===== src/rtl/otg_role_pkg.sv =====
`timescale 1ns/1ps
package otg_role_pkg;
  // byte offsets of the registers
  localparam int OFS_CTRL  = 'h00;
  localparam int OFS_EVENT = 'h04;
  localparam int OFS_EVEN  = 'h08;
  localparam int OFS_SENSE = 'h0C;
  localparam int OFS_LINES = 'h10;

  // CONTROL fields
  localparam int B_AUTO     = 0;
  localparam int B_PERI     = 31;
  // EVENT / EVENT_EN fields
  localparam int B_EV_ID    = 11;
  localparam int B_EV_SESS  = 12;
  // SENSE fields
  localparam int B_VBUS     = 4;
  localparam int B_SAMP_EN  = 5;
  localparam int B_LIVE_ID  = 19;
  localparam int B_LIVE_VLD = 20;
  // LINES fields
  localparam int B_DM_VAL   = 16;
  localparam int B_DM_EN    = 17;
  localparam int B_DP_VAL   = 18;
  localparam int B_DP_EN    = 19;

  // index of each watched level inside the level vector
  localparam int L_ID   = 0;
  localparam int L_SESS = 1;
  localparam int N_LVL  = 2;

  typedef struct packed {
    logic peri;
    logic dp_val;
    logic dm_val;
    logic vbus;
  } role_t;
endpackage


===== src/rtl/otg_pin_sync.sv =====
`timescale 1ns/1ps
module otg_pin_sync #(
  parameter int WIDTH  = 2,
  parameter int STAGES = 2
) (
  input  logic             clk,
  input  logic             rst_n,
  input  logic [WIDTH-1:0] d_i,
  output logic [WIDTH-1:0] q_o
);
  logic [STAGES-1:0][WIDTH-1:0] stg_q, stg_d;

  generate
    if (STAGES == 1) begin : g_one
      always_comb stg_d = d_i;
    end else begin : g_chain
      always_comb stg_d = {stg_q[STAGES-2:0], d_i};
    end
  endgenerate

  always_ff @(posedge clk or negedge rst_n) begin
    if (!rst_n) stg_q <= '0;
    else        stg_q <= stg_d;
  end

  assign q_o = stg_q[STAGES-1];
endmodule


===== src/rtl/otg_change_det.sv =====
`timescale 1ns/1ps
module otg_change_det #(
  parameter int WIDTH = 2
) (
  input  logic             clk,
  input  logic             rst_n,
  input  logic             samp_en_i,
  input  logic [WIDTH-1:0] lvl_i,
  output logic [WIDTH-1:0] held_o,
  output logic [WIDTH-1:0] chg_o
);
  logic [WIDTH-1:0] held_q, held_d;

  always_comb begin
    held_d = held_q;
    chg_o  = '0;
    if (samp_en_i) begin
      held_d = lvl_i;
      chg_o  = lvl_i ^ held_q;
    end
  end

  always_ff @(posedge clk or negedge rst_n) begin
    if (!rst_n) held_q <= '0;
    else        held_q <= held_d;
  end

  assign held_o = held_q;

  // levels frozen while sampling is off
  a_r5_hold_when_off: assert property (@(posedge clk) disable iff (!rst_n)
    !samp_en_i |=> $stable(held_q));
  // no change reported while sampling is off
  a_r5_quiet_when_off: assert property (@(posedge clk) disable iff (!rst_n)
    !samp_en_i |-> (chg_o == '0));
endmodule


===== src/rtl/otg_role_dec.sv =====
`timescale 1ns/1ps
module otg_role_dec
  import otg_role_pkg::*;
(
  input  logic  id_i,
  input  logic  sess_i,
  output role_t role_o
);
  logic b_dev;

  always_comb begin
    b_dev         = id_i & sess_i;
    role_o.peri   = b_dev;
    role_o.dp_val = ~b_dev;
    role_o.dm_val = 1'b1;
    role_o.vbus   = ~b_dev;
  end
endmodule


===== src/rtl/otg_role_ctl.sv =====
`timescale 1ns/1ps
module otg_role_ctl
  import otg_role_pkg::*;
#(
  parameter int ADDR_W      = 8,
  parameter int SYNC_STAGES = 2
) (
  input  logic              clk,
  input  logic              rst_n,
  input  logic              id_pin_i,
  input  logic              sess_vld_i,
  input  logic              bus_wr_i,
  input  logic [ADDR_W-1:0] bus_addr_i,
  input  logic [31:0]       bus_wdata_i,
  output logic [31:0]       bus_rdata_o,
  output logic              irq_o,
  output logic              peri_mode_o,
  output logic              dp_pulldown_o,
  output logic              dm_pulldown_o,
  output logic              vbus_drive_o
);
  localparam logic [ADDR_W-1:0] A_CTRL  = ADDR_W'(OFS_CTRL);
  localparam logic [ADDR_W-1:0] A_EVENT = ADDR_W'(OFS_EVENT);
  localparam logic [ADDR_W-1:0] A_EVEN  = ADDR_W'(OFS_EVEN);
  localparam logic [ADDR_W-1:0] A_SENSE = ADDR_W'(OFS_SENSE);
  localparam logic [ADDR_W-1:0] A_LINES = ADDR_W'(OFS_LINES);

  // reset: asserted asynchronously, released on a clock edge
  logic rst_meta_q, rst_sync_n;
  always_ff @(posedge clk or negedge rst_n) begin
    if (!rst_n) begin
      rst_meta_q <= 1'b0;
      rst_sync_n <= 1'b0;
    end else begin
      rst_meta_q <= 1'b1;
      rst_sync_n <= rst_meta_q;
    end
  end

  // input path
  logic [N_LVL-1:0] pins, lvl_s, held, chg;
  assign pins[L_ID]   = id_pin_i;
  assign pins[L_SESS] = sess_vld_i;

  logic samp_en_q, samp_en_d;

  otg_pin_sync #(.WIDTH(N_LVL), .STAGES(SYNC_STAGES)) u_sync (
    .clk(clk), .rst_n(rst_sync_n), .d_i(pins), .q_o(lvl_s));

  otg_change_det #(.WIDTH(N_LVL)) u_det (
    .clk(clk), .rst_n(rst_sync_n), .samp_en_i(samp_en_q),
    .lvl_i(lvl_s), .held_o(held), .chg_o(chg));

  role_t role_hw;
  otg_role_dec u_dec (
    .id_i(lvl_s[L_ID]), .sess_i(lvl_s[L_SESS]), .role_o(role_hw));

  // register state
  logic             auto_q, auto_d;
  role_t            role_q, role_d;
  logic [N_LVL-1:0] ev_q, ev_d, ien_q, ien_d, ev_clr;
  logic             dp_en_q, dp_en_d, dm_en_q, dm_en_d;
  logic             irq_q, irq_d;

  logic wr_ctrl, wr_event, wr_even, wr_sense, wr_lines, hw_upd;

  always_comb begin
    wr_ctrl  = bus_wr_i && (bus_addr_i == A_CTRL);
    wr_event = bus_wr_i && (bus_addr_i == A_EVENT);
    wr_even  = bus_wr_i && (bus_addr_i == A_EVEN);
    wr_sense = bus_wr_i && (bus_addr_i == A_SENSE);
    wr_lines = bus_wr_i && (bus_addr_i == A_LINES);
    hw_upd   = auto_q && (|chg);
  end

  // next state
  always_comb begin
    auto_d    = auto_q;
    role_d    = role_q;
    ien_d     = ien_q;
    samp_en_d = samp_en_q;
    dp_en_d   = dp_en_q;
    dm_en_d   = dm_en_q;

    ev_clr         = '0;
    ev_clr[L_ID]   = wr_event & bus_wdata_i[B_EV_ID];
    ev_clr[L_SESS] = wr_event & bus_wdata_i[B_EV_SESS];
    ev_d           = (ev_q & ~ev_clr) | chg;

    if (wr_ctrl) begin
      auto_d      = bus_wdata_i[B_AUTO];
      role_d.peri = bus_wdata_i[B_PERI];
    end
    if (wr_even) begin
      ien_d[L_ID]   = bus_wdata_i[B_EV_ID];
      ien_d[L_SESS] = bus_wdata_i[B_EV_SESS];
    end
    if (wr_sense) begin
      samp_en_d   = bus_wdata_i[B_SAMP_EN];
      role_d.vbus = bus_wdata_i[B_VBUS];
    end
    if (wr_lines) begin
      dp_en_d       = bus_wdata_i[B_DP_EN];
      dm_en_d       = bus_wdata_i[B_DM_EN];
      role_d.dp_val = bus_wdata_i[B_DP_VAL];
      role_d.dm_val = bus_wdata_i[B_DM_VAL];
    end
    // the hardware decision overrides software on the role fields
    if (hw_upd) role_d = role_hw;

    irq_d = |(ev_q & ien_q);
  end

  always_ff @(posedge clk or negedge rst_sync_n) begin
    if (!rst_sync_n) begin
      auto_q    <= 1'b0;
      role_q    <= '0;
      ev_q      <= '0;
      ien_q     <= '0;
      samp_en_q <= 1'b0;
      dp_en_q   <= 1'b0;
      dm_en_q   <= 1'b0;
      irq_q     <= 1'b0;
    end else begin
      auto_q    <= auto_d;
      role_q    <= role_d;
      ev_q      <= ev_d;
      ien_q     <= ien_d;
      samp_en_q <= samp_en_d;
      dp_en_q   <= dp_en_d;
      dm_en_q   <= dm_en_d;
      irq_q     <= irq_d;
    end
  end

  // read side
  always_comb begin
    bus_rdata_o = '0;
    unique case (bus_addr_i)
      A_CTRL: begin
        bus_rdata_o[B_AUTO] = auto_q;
        bus_rdata_o[B_PERI] = role_q.peri;
      end
      A_EVENT: begin
        bus_rdata_o[B_EV_ID]   = ev_q[L_ID];
        bus_rdata_o[B_EV_SESS] = ev_q[L_SESS];
      end
      A_EVEN: begin
        bus_rdata_o[B_EV_ID]   = ien_q[L_ID];
        bus_rdata_o[B_EV_SESS] = ien_q[L_SESS];
      end
      A_SENSE: begin
        bus_rdata_o[B_VBUS]     = role_q.vbus;
        bus_rdata_o[B_SAMP_EN]  = samp_en_q;
        bus_rdata_o[B_LIVE_ID]  = held[L_ID];
        bus_rdata_o[B_LIVE_VLD] = held[L_SESS];
      end
      A_LINES: begin
        bus_rdata_o[B_DP_EN]  = dp_en_q;
        bus_rdata_o[B_DP_VAL] = role_q.dp_val;
        bus_rdata_o[B_DM_EN]  = dm_en_q;
        bus_rdata_o[B_DM_VAL] = role_q.dm_val;
      end
      default: bus_rdata_o = '0;
    endcase
  end

  logic unused_wdata;
  assign unused_wdata = ^bus_wdata_i;

  assign irq_o         = irq_q;
  assign peri_mode_o   = role_q.peri;
  assign vbus_drive_o  = role_q.vbus;
  assign dp_pulldown_o = role_q.dp_val & dp_en_q;
  assign dm_pulldown_o = role_q.dm_val & dm_en_q;

  // assertions
  // a detected change always lands in EVENT, a clear cannot hide it
  a_r3_event_set: assert property (@(posedge clk) disable iff (!rst_sync_n)
    chg[L_ID] |=> ev_q[L_ID]);
  a_r4_w1c_clears: assert property (@(posedge clk) disable iff (!rst_sync_n)
    (wr_event && bus_wdata_i[B_EV_SESS] && !chg[L_SESS]) |=> !ev_q[L_SESS]);
  a_r4_zero_keeps: assert property (@(posedge clk) disable iff (!rst_sync_n)
    (!wr_event && ev_q[L_ID]) |=> ev_q[L_ID]);
  // interrupt follows enabled events one edge later
  a_r6_irq_high: assert property (@(posedge clk) disable iff (!rst_sync_n)
    (|(ev_q & ien_q)) |=> irq_o);
  a_r6_irq_low: assert property (@(posedge clk) disable iff (!rst_sync_n)
    !(|(ev_q & ien_q)) |=> !irq_o);
  // B-device decision
  a_r7_peri_role: assert property (@(posedge clk) disable iff (!rst_sync_n)
    (hw_upd && lvl_s[L_ID] && lvl_s[L_SESS])
      |=> (peri_mode_o && !vbus_drive_o && !role_q.dp_val && role_q.dm_val));
  // host decision, even against a concurrent software write
  a_r8_host_role: assert property (@(posedge clk) disable iff (!rst_sync_n)
    (hw_upd && !(lvl_s[L_ID] && lvl_s[L_SESS]))
      |=> (!peri_mode_o && vbus_drive_o && role_q.dp_val && role_q.dm_val));
  // manual mode, role flag moves only by a CONTROL write
  a_r10_manual_hold: assert property (@(posedge clk) disable iff (!rst_sync_n)
    (!auto_q && !wr_ctrl) |=> $stable(peri_mode_o));
endmodule


===== config.mk =====
export PLATFORM = sky130hd
export DESIGN_NAME = otg_role_ctl
export DESIGN_NICKNAME = d
export VERILOG_FILES = /design/src/rtl/otg_role_pkg.sv /design/src/rtl/otg_pin_sync.sv /design/src/rtl/otg_change_det.sv /design/src/rtl/otg_role_dec.sv /design/src/rtl/otg_role_ctl.sv
export SDC_FILE = /design/constraint.sdc
export NUM_CORES = 1
export LEC_CHECK = 0
export ABC_CLOCK_PERIOD_IN_PS = 1500
export BUFFER_PORTS_ARGS = -buffer_cell sky130_fd_sc_hd__buf_4
export CORE_MARGIN = 2
export CORE_UTILIZATION = 40
export CTS_CLUSTER_DIAMETER = 80
export DETAILED_ROUTE_END_ITERATION = 8
export PLACE_DENSITY_LB_ADDON = 0.3
export SYNTH_ARGS = -nofsm -noshare
export SYNTH_HDL_FRONTEND = slang
export SYNTH_HIERARCHICAL = 1
export SYNTH_SLANG_ARGS = --single-unit

===== constraint.sdc =====
create_clock -name clk -period 1.5 [get_ports clk]
set_input_delay 0 -clock clk [delete_from_list [all_inputs] [get_ports clk]]
set_output_delay 0 -clock clk [all_outputs]
set_load 0.05 [all_outputs]

==> results_dict.tcl, run 1 <==
set metrics [dict create \
    status "complete, no violations" \
    hp-class "input port to flip-flop" \
    num_rows 20 \
    vias_per_cell 4.77 \
    fp.dieW_um 59.4 \
    numPortBuffers 38 \
    fin_skew_ps 2.24 \
    drt_iter0_drc 16 \
    ant_nets 0 \
    critPathCaptureType "flip-flop" \
    clk_pin_slew_worst_paths_ps 110 \
    netlist_instances 120 \
    drv_slew 0 \
    grt_overflow 0 \
    path_class "flip-flop to flip-flop" \
    clockBufferDepth 2 \
    cts_tree "done" \
    wl_um 2670 \
    grt_pass1_vias 1019 \
    grt_use_total 0.168 \
    grt_pass1_wl_um 4440 \
    drt_pass1_iterations 4 \
    yosysWarnings 6 \
    avgSynthCellArea_um2 10.2 \
    die-area_um2 3520 \
    arrival_ps 1650 \
    regArea_um2 526 \
    antenna_found_initial 0 \
    setup_tns_ps 0 \
    total_power_mw 1.43 \
    async_flop_share 1.00 \
    synth-edff-count 0 \
    post_drt_wl_per_cell_um 12.2 \
    ios 82 \
    vias 1044 \
    root_buffer "clkbuf_4" \
    drive_gt1_frac 0.425 \
    drcViolationCount 0 \
    die_y_um 59.4 \
    startpoint_type "flip-flop" \
    antenna_cells 0 \
    drv_cap 0 \
    syn_area_um2 1230 \
    hold_violations 0 \
    cts_made_buffers 3 \
    gp_congestion 0.907 \
    layout_common_cells "buf_4, conb_1, dfrtp_1" \
    start_util 0.412 \
    final_common_cell "buf_4" \
    min_period_ps 1450 \
    synth_cell_type_count 31 \
    ys.flop_type "dfrtp_1" \
    multiInputGateArea_um2 611 \
    ys_seq_area_frac 0.429 \
    crit_fanout 5 \
    critPathMaxStageDelay_ps 410 \
    setup_viol 0 \
    numClockSinks 21 \
    area_growth_pct 42.4 \
    worstPathBufferInverterCount 0 \
    grt_start_max_net_pins 13 \
    synth_seq_cells 21 \
    period_share 0.967 \
    htree_levels 1 \
    cp_top_family "compound AO/OA/AOI/OAI gates" \
    worst_ep_required_time_ps 1700 \
    p_leak_nw 0.895 \
    fmax_mhz 689 \
    peakVddDrop_mv 0.581 \
    insertion_delay_ps 300 \
    power.density_nw_per_um2 817 \
    crit_chain "xor2_1 > and2_4 > o21a_4 > and2_1 > a311o_1" \
    fill_cells 251 \
    cp_slowest_cell "dfrtp_1" \
    place_hpwl_um 2080 \
    core_area_um2 2980 \
    nets 232 \
]
==> cells by family (layout without fill, tap and decap cells) <==
family | Yosys count | in the layout | share of synthesized area
DFF | 21 | 21 | 0.429
other | 3 | 23 | 0.00918
buffers and inverters | 26 | 72 | 0.159
muxes | 8 | 8 | 0.0735
xor gates and xnor gates | 2 | 2 | 0.0143
and+or+nand+nor | 48 | 48 | 0.236
AOI/OAI and AO/OA | 12 | 12 | 0.0796
==> per-layer routing <==
metal  GRT usage  wire length (um)  up-vias  part of all wire
li1            -                 -      504                 -
met4      0.0844                46        0             0.017
met5           0                 0        -                 0
met1       0.199              1090      492              0.41
met2       0.292              1390       42              0.52
met3      0.0262               140        6             0.052
==> worst paths after layout <==
check / start / endpoint / slack (ps) / cells after the start
max: u_sync/q_o[0] / vbus_drive_o / 50 / 5
min: bus_wdata_i[16] / role_q[1] / 10 / 3
max reg2reg: u_sync/q_o[0] / vbus_drive_o / 50 / 5
min reg2reg: rst_sync_n / u_sync/stg_d[3] / 140 / 0
max in group asynchronous: rst_n / rst_sync_n / 850 / 3
min in group asynchronous: rst_sync_n / u_sync/stg_d[3] / 140 / 0
==> synth_stat cells, types with 3 or more instances <==
library cell	instances	area, um^2
nand4_1	3	18.8
nor4_1	3	18.8
nand2_1	8	30.0
nand3_1	4	20.0
mux2_2	7	78.8
nor2_1	4	15.0
conb_1	3	11.3
dfrtp_1	21	526
and2_1	13	81.3
buf_4	24	180
==> stage by stage <==
step                instances  setup WS (ps)  hold WS [ps]   util  cell area [um^2]
finish                    219           48.8          12.1  0.587              1750
global route              219          -8.34          22.6  0.587              1750
CTS                       218           7.44          3.44  0.575              1710
detailed placement        202          -21.9          -217  0.523              1560
global placement          202          -25.8          -217  0.523              1560
floorplan                 140           19.8          -296      -              1300
==> what timing repair did <==
action | in CTS | in global routing
buffers inserted | 1 | 1
pin swaps | 2 | 7
endpoints found under the hold margin | 11 | 0
resized for setup | 3 | 7
hold buffers | 11 | 0
endpoints found under the setup margin | 4 | 5
==> flip-flops by register name, indices dropped and copies added, names as in the netlist, 2 cells and up <==
signal        flops
u_sync/stg_d      2
ien_q             2
u_sync/q_o        2
ev_q              2
u_det/held_o      2
role_q            2
==> area by class of cell <==
class	instances	share of cell area
multi-input cells	93	0.350
clock buffers	3	0.0129
flip-flops and latches	21	0.301
inverters	1	0.00215
repair buffers	67	0.308
clock inverters	1	0.00287
well taps	33	0.0236
==> report_power, final <==
| group | switching (mW) | total [mW] | internal, mW |
|---|---|---|---|
| combinational | 0.253 | 0.457 | 0.204 |
| sequential | 0.0588 | 0.705 | 0.646 |
| clock | 0.165 | 0.265 | 0.0996 |
| total | 0.477 | 1.43 | 0.949 |
==> tightest hold or removal path: stages <==
cell and delay (ps):
buf_4 110, nand3_1 50, o221ai_1 110
Note: power is estimated with default switching activity, not from simulation.
==> inputs of run 2 (changes only) <==
--- a/config.mk
+++ b/config.mk
@@ -12,6 +12,7 @@
 export CTS_CLUSTER_DIAMETER = 80
 export DETAILED_ROUTE_END_ITERATION = 8
 export PLACE_DENSITY_LB_ADDON = 0.3
+export SETUP_SLACK_MARGIN = 0.2
 export SYNTH_ARGS = -nofsm -noshare
 export SYNTH_HDL_FRONTEND = slang
 export SYNTH_HIERARCHICAL = 1
==> run 2 against run 1 <==
Compared with the run above:
- worst hold slack better by 4.7 ps
- power up 2.1%
- critical path depth unchanged
- sequential power about the same
- combinational power up 6.6%
- via count up 2.4%
- global-route usage up 0.34 points
- clock-buffer cell count up 1
- first-iteration DRC count up 25%
- largest cell class unchanged
- largest power group unchanged
==> results_dict.tcl, run 2 (same netlist as run 1, synthesis figures left out) <==
set metrics [dict create \
    root_buffer "clkbuf_4" \
    htree_levels 1 \
    routed-wl-met3_um 121 \
    period_share 0.987 \
    drcViolationCount 0 \
    critPathCaptureType "flip-flop" \
    grt_pass1_vias 1043 \
    drt_pass1_iterations 4 \
    cts_tree "done" \
    drt-met1-wl_um 1130 \
    critPathMaxStageDelay_ps 400 \
    power.density_nw_per_um2 802 \
    fill_cells 261 \
    setup_tns_ps 0 \
    numPortBuffers 38 \
    multiInputGateArea_um2 641 \
    cp_slowest_cell "dfrtp_1" \
    final_cell_count_no_fill 221 \
    grt_pass1_wl_um 4470 \
    ant_nets 0 \
    die-area_um2 3520 \
    insertion_delay_ps 300 \
    startpoint_type "flip-flop" \
    min_period_ps 1480 \
    clk_pin_slew_worst_paths_ps 110 \
    rr_worst_depth 5 \
    num_rows 20 \
    area_growth_pct 48.2 \
    path_class "flip-flop to flip-flop" \
    final_common_cell "buf_4" \
    fmax_mhz 676 \
    numClockSinks 21 \
    drt_iter0_drc 20 \
    peakVddDrop_mv 0.645 \
    arrival_ps 1670 \
    drive_gt1_frac 0.441 \
    place_hpwl_um 2090 \
    met2WireLength_um 1570 \
    start_util 0.412 \
    p_leak_nw 0.919 \
    fin_skew_ps 0.639 \
    hold_depth 3 \
    clockBufferDepth 2 \
    regArea_um2 526 \
    cts_made_buffers 3 \
    setup_viol 0 \
    die_y_um 59.4 \
    gp_congestion 0.896 \
    post_drt_wl_per_cell_um 12.9 \
    hp-class "input port to flip-flop" \
    layout_common_cells "buf_4, conb_1, dfrtp_1" \
    grt_start_max_net_pins 20 \
    grt_overflow 0 \
    status "complete, no violations" \
    wl_um 2860 \
    hold_violations 0 \
    place_inst 198 \
    rsz0062_at_grt "yes" \
    nets 234 \
    cp_top_family "compound AO/OA/AOI/OAI gates" \
    worst_ep_required_time_ps 1690 \
    crit_chain "xor2_1 > and2_4 > o21a_4 > and2_1 > a311o_1" \
    fp.dieW_um 59.4 \
    top_layer_used "met4" \
    path_depth 5 \
    ios 82 \
    crit_fanout 5 \
    worstPathBufferInverterCount 0 \
    drv_cap 0 \
    vias_per_cell 4.84 \
    core_area_um2 2980 \
    grt_use_total 0.171 \
    drv_slew 0 \
    antenna_found_initial 0 \
    vias 1069 \
    antenna_cells 0 \
]
-- run 2: worst reg2reg max path, stage by stage (launching register included) --
cell and delay, ps:
dfrtp_1 400, xor2_1 170, and2_4 170, o21a_4 230, and2_1 140, a311o_1 270
-- run 2: cell type report --
cell class / count / share of cell area
clock buffers: 4 / 0.0145
inverters: 1 / 0.00207
multi-input cells: 93 / 0.353
flip-flops and latches: 21 / 0.289
well taps: 33 / 0.0227
repair buffers: 69 / 0.319
-- run 2: report_power, final --
group          internal [mW]  switching, mW
clock network          0.104          0.164
logic                  0.216          0.271
registers              0.646         0.0562
-- run 2: path summary, 6_finish.rpt --
check | start | endpoint | slack, ps
max in group asynchronous | rst_n | rst_meta_q | 840
min reg2reg | rst_sync_n | u_sync/stg_d[3] | 210
min | bus_wdata_i[16] | role_q[1] | 20
max reg2reg | u_sync/q_o[0] | vbus_drive_o | 20
min in group asynchronous | rst_sync_n | u_sync/stg_d[3] | 210
max | u_sync/q_o[0] | vbus_drive_o | 20
-- run 2: through the flow --
stage | hold WS, ps | instance area (um^2) | total power [mW] | setup slack, ps | utilization
6_report | 16.8 | 1820 | 1.46 | 20.2 | 0.610
5_1_grt | 6.83 | 1820 | 1.53 | -4.02 | 0.610
4_1_cts | 13.2 | 1760 | 1.44 | 38.8 | 0.591
3_5_place_dp | -216 | 1540 | 1.11 | -11.6 | 0.516
3_3_place_gp | -217 | 1540 | 1.10 | 10.9 | 0.516
2_1_floorplan | -296 | 1310 | 1.02 | 72.0 | -
-- run 2: timing repair --
| action | CTS | global route |
|---|---|---|
| hold buffers | 11 | 0 |
| gates resized for setup | 11 | 9 |
| endpoints found under the hold margin | 11 | 0 |
| setup buffers | 5 | 3 |
| pin swaps | 3 | 3 |
| setup endpoints to repair | 11 | 8 |
-- run 2: routing by layer --
layer  GRT usage  up-vias
met2       0.311       38
met5           0        -
met1       0.201      516
li1            -      511
met4      0.0779        0
met3      0.0175        4
==> inputs of run 3 (changes only) <==
--- a/config.mk
+++ b/config.mk
@@ -5,7 +5,7 @@
 export SDC_FILE = /design/constraint.sdc
 export NUM_CORES = 1
 export LEC_CHECK = 0
-export ABC_CLOCK_PERIOD_IN_PS = 1500
+export ABC_CLOCK_PERIOD_IN_PS = 1700
 export BUFFER_PORTS_ARGS = -buffer_cell sky130_fd_sc_hd__buf_4
 export CORE_MARGIN = 2
 export CORE_UTILIZATION = 40
==> constraint.sdc (replaced) <==
create_clock -name clk -period 1.7 [get_ports clk]
set_input_delay 0 -clock clk [delete_from_list [all_inputs] [get_ports clk]]
set_output_delay 0 -clock clk [all_outputs]
set_load 0.05 [all_outputs]
==> run 3 against run 2 <==
Compared with the run above:
- sequential cell count is the same
- global-route usage shrank 1.4 points
- worst hold slack lost 1.6 ps
- critical path depth is the same
- critical path type unchanged
- largest power group unchanged
- highest routed layer unchanged
==> results_dict.tcl, run 3 (same netlist as run 1, synthesis figures left out) <==
set metrics [dict create \
    status "complete, no violations" \
    vias 1025 \
    path_depth 5 \
    grt_pass1_vias 925 \
    crit_start "u_det/held_o[1]" \
    min_period_ps 1480 \
    num_rows 20 \
    cts_tree "done" \
    cts_made_buffers 3 \
    met2WireLength_um 1330 \
    worstPathBufferInverterCount 0 \
    p_leak_nw 0.845 \
    place_hpwl_um 1930 \
    fin_skew_ps 2.68 \
    crit_chain "xor2_1 > and2_4 > o21a_4 > and2_1 > a311o_1" \
    numPortBuffers 38 \
    clk_pin_slew_worst_paths_ps 110 \
    crit_fanout 6 \
    r2r-start "u_det/held_o[1]" \
    critPathMaxStageDelay_ps 400 \
    r2r_slack_ps 220 \
    antenna_cells 0 \
    drv_cap 0 \
    fp.dieW_um 59.4 \
    area_growth_pct 35.0 \
    regArea_um2 526 \
    layout_common_cells "buf_4, conb_1, dfrtp_1" \
    peakVddDrop_mv 0.594 \
    power.density_nw_per_um2 751 \
    grt_start_max_net_pins 20 \
    startpoint_type "flip-flop" \
    gp_congestion 0.896 \
    post_drt_wl_per_cell_um 12.2 \
    setup_viol 0 \
    rsz0062_at_grt "yes" \
    hp-class "input port to flip-flop" \
    die-area_um2 3520 \
    hold_violations 0 \
    numClockSinks 21 \
    fmax_mhz 676 \
    core_area_um2 2980 \
    vias_per_cell 4.88 \
    period_share 0.870 \
    htree_levels 1 \
    drt_pass1_iterations 4 \
    routed-wl-met3_um 156 \
    multiInputGateArea_um2 597 \
    insertion_delay_ps 300 \
    grt_pass1_wl_um 4020 \
    arrival_ps 1670 \
    final_cell_count_no_fill 210 \
    drt_iter0_drc 12 \
    grt_overflow 0 \
    antenna_found_initial 0 \
    nets 223 \
    r2r_end "vbus_drive_o" \
    die_y_um 59.4 \
    ios 82 \
    ant_nets 0 \
    setup_tns_ps 0 \
    cp_slowest_cell "dfrtp_1" \
    hold-worst-slack_ps 15.1 \
    hold_depth 3 \
    drv_slew 0 \
    path_class "flip-flop to flip-flop" \
    final_common_cell "buf_4" \
    cp-endpoint "vbus_drive_o" \
    grt_use_total 0.157 \
    rr_worst_depth 5 \
    cp_top_family "compound AO/OA/AOI/OAI gates" \
    fill_cells 272 \
    drcViolationCount 0 \
    root_buffer "clkbuf_4" \
    place_inst 190 \
    drive_gt1_frac 0.379 \
    top_layer_used "met4" \
    start_util 0.412 \
    critPathCaptureType "flip-flop" \
    clockBufferDepth 2 \
    wl_um 2560 \
    worst_ep_required_time_ps 1890 \
    drt-met1-wl_um 1030 \
]
==> run 3: cell count changes in the layout (fill, tap and decap cells not counted), moves of 2 or more <==
cell,previous run,this run
nand2_2,2,0
buf_6,7,0
nand2_1,5,8
buf_4,50,48
o221ai_2,2,0
o221ai_1,0,2
==> run 3: layout make-up <==
class,instances,area share
multi-input combinational,93,0.361
clock inverter,1,0.00302
inverter,1,0.00227
tap,33,0.0249
sequential,21,0.317
timing repair buffer,58,0.278
clock buffer,3,0.0136
==> run 3: stage by stage <==
step           worst slack (ps)  area [um^2]  utilization  power (mW)
2_1_floorplan               220         1300            -       0.902
3_3_place_gp                140         1470        0.493       0.945
3_5_place_dp                112         1470        0.493       0.953
4_1_cts                     223         1640        0.551        1.24
5_1_grt                     185         1660        0.556        1.32
6_report                    222         1660        0.556        1.24
==> run 3: worst min path at each step <==
| stage | from | to |
|---|---|---|
| global placement | rst_n | rst_meta_q |
| floorplan | rst_n | rst_meta_q |
| CTS | bus_wdata_i[16] | role_q[1] |
| finish | bus_wdata_i[16] | role_q[1] |
| detailed placement | rst_n | rst_sync_n |
| global route | bus_wdata_i[16] | role_q[1] |
==> run 3: layer usage <==
layer	GRT usage	vias up
met2	0.262	50
li1	-	488
met5	0	-
met1	0.193	483
met4	0.0812	0
met3	0.0284	4
==> run 3: where the power goes <==
| part | internal [mW] | switching, mW | total, mW |
|---|---|---|---|
| registers | 0.570 | 0.0535 | 0.623 |
| clock network | 0.0877 | 0.144 | 0.232 |
| logic | 0.167 | 0.221 | 0.388 |
| total | 0.825 | 0.419 | 1.24 |
==> run 3: timing repair <==
action / in CTS / in global routing
setup endpoints to repair: 2 / 2
pin swaps: 3 / 0
hold buffers: 10 / 0
resized for setup: 3 / 1
endpoints found under the hold margin: 10 / 0
setup buffers: 5 / 1
==> run 3: tightest hold or removal path, cell delays in order <==
cell	delay (ps)
buf_4	110
nand3_1	50
o221ai_1	110
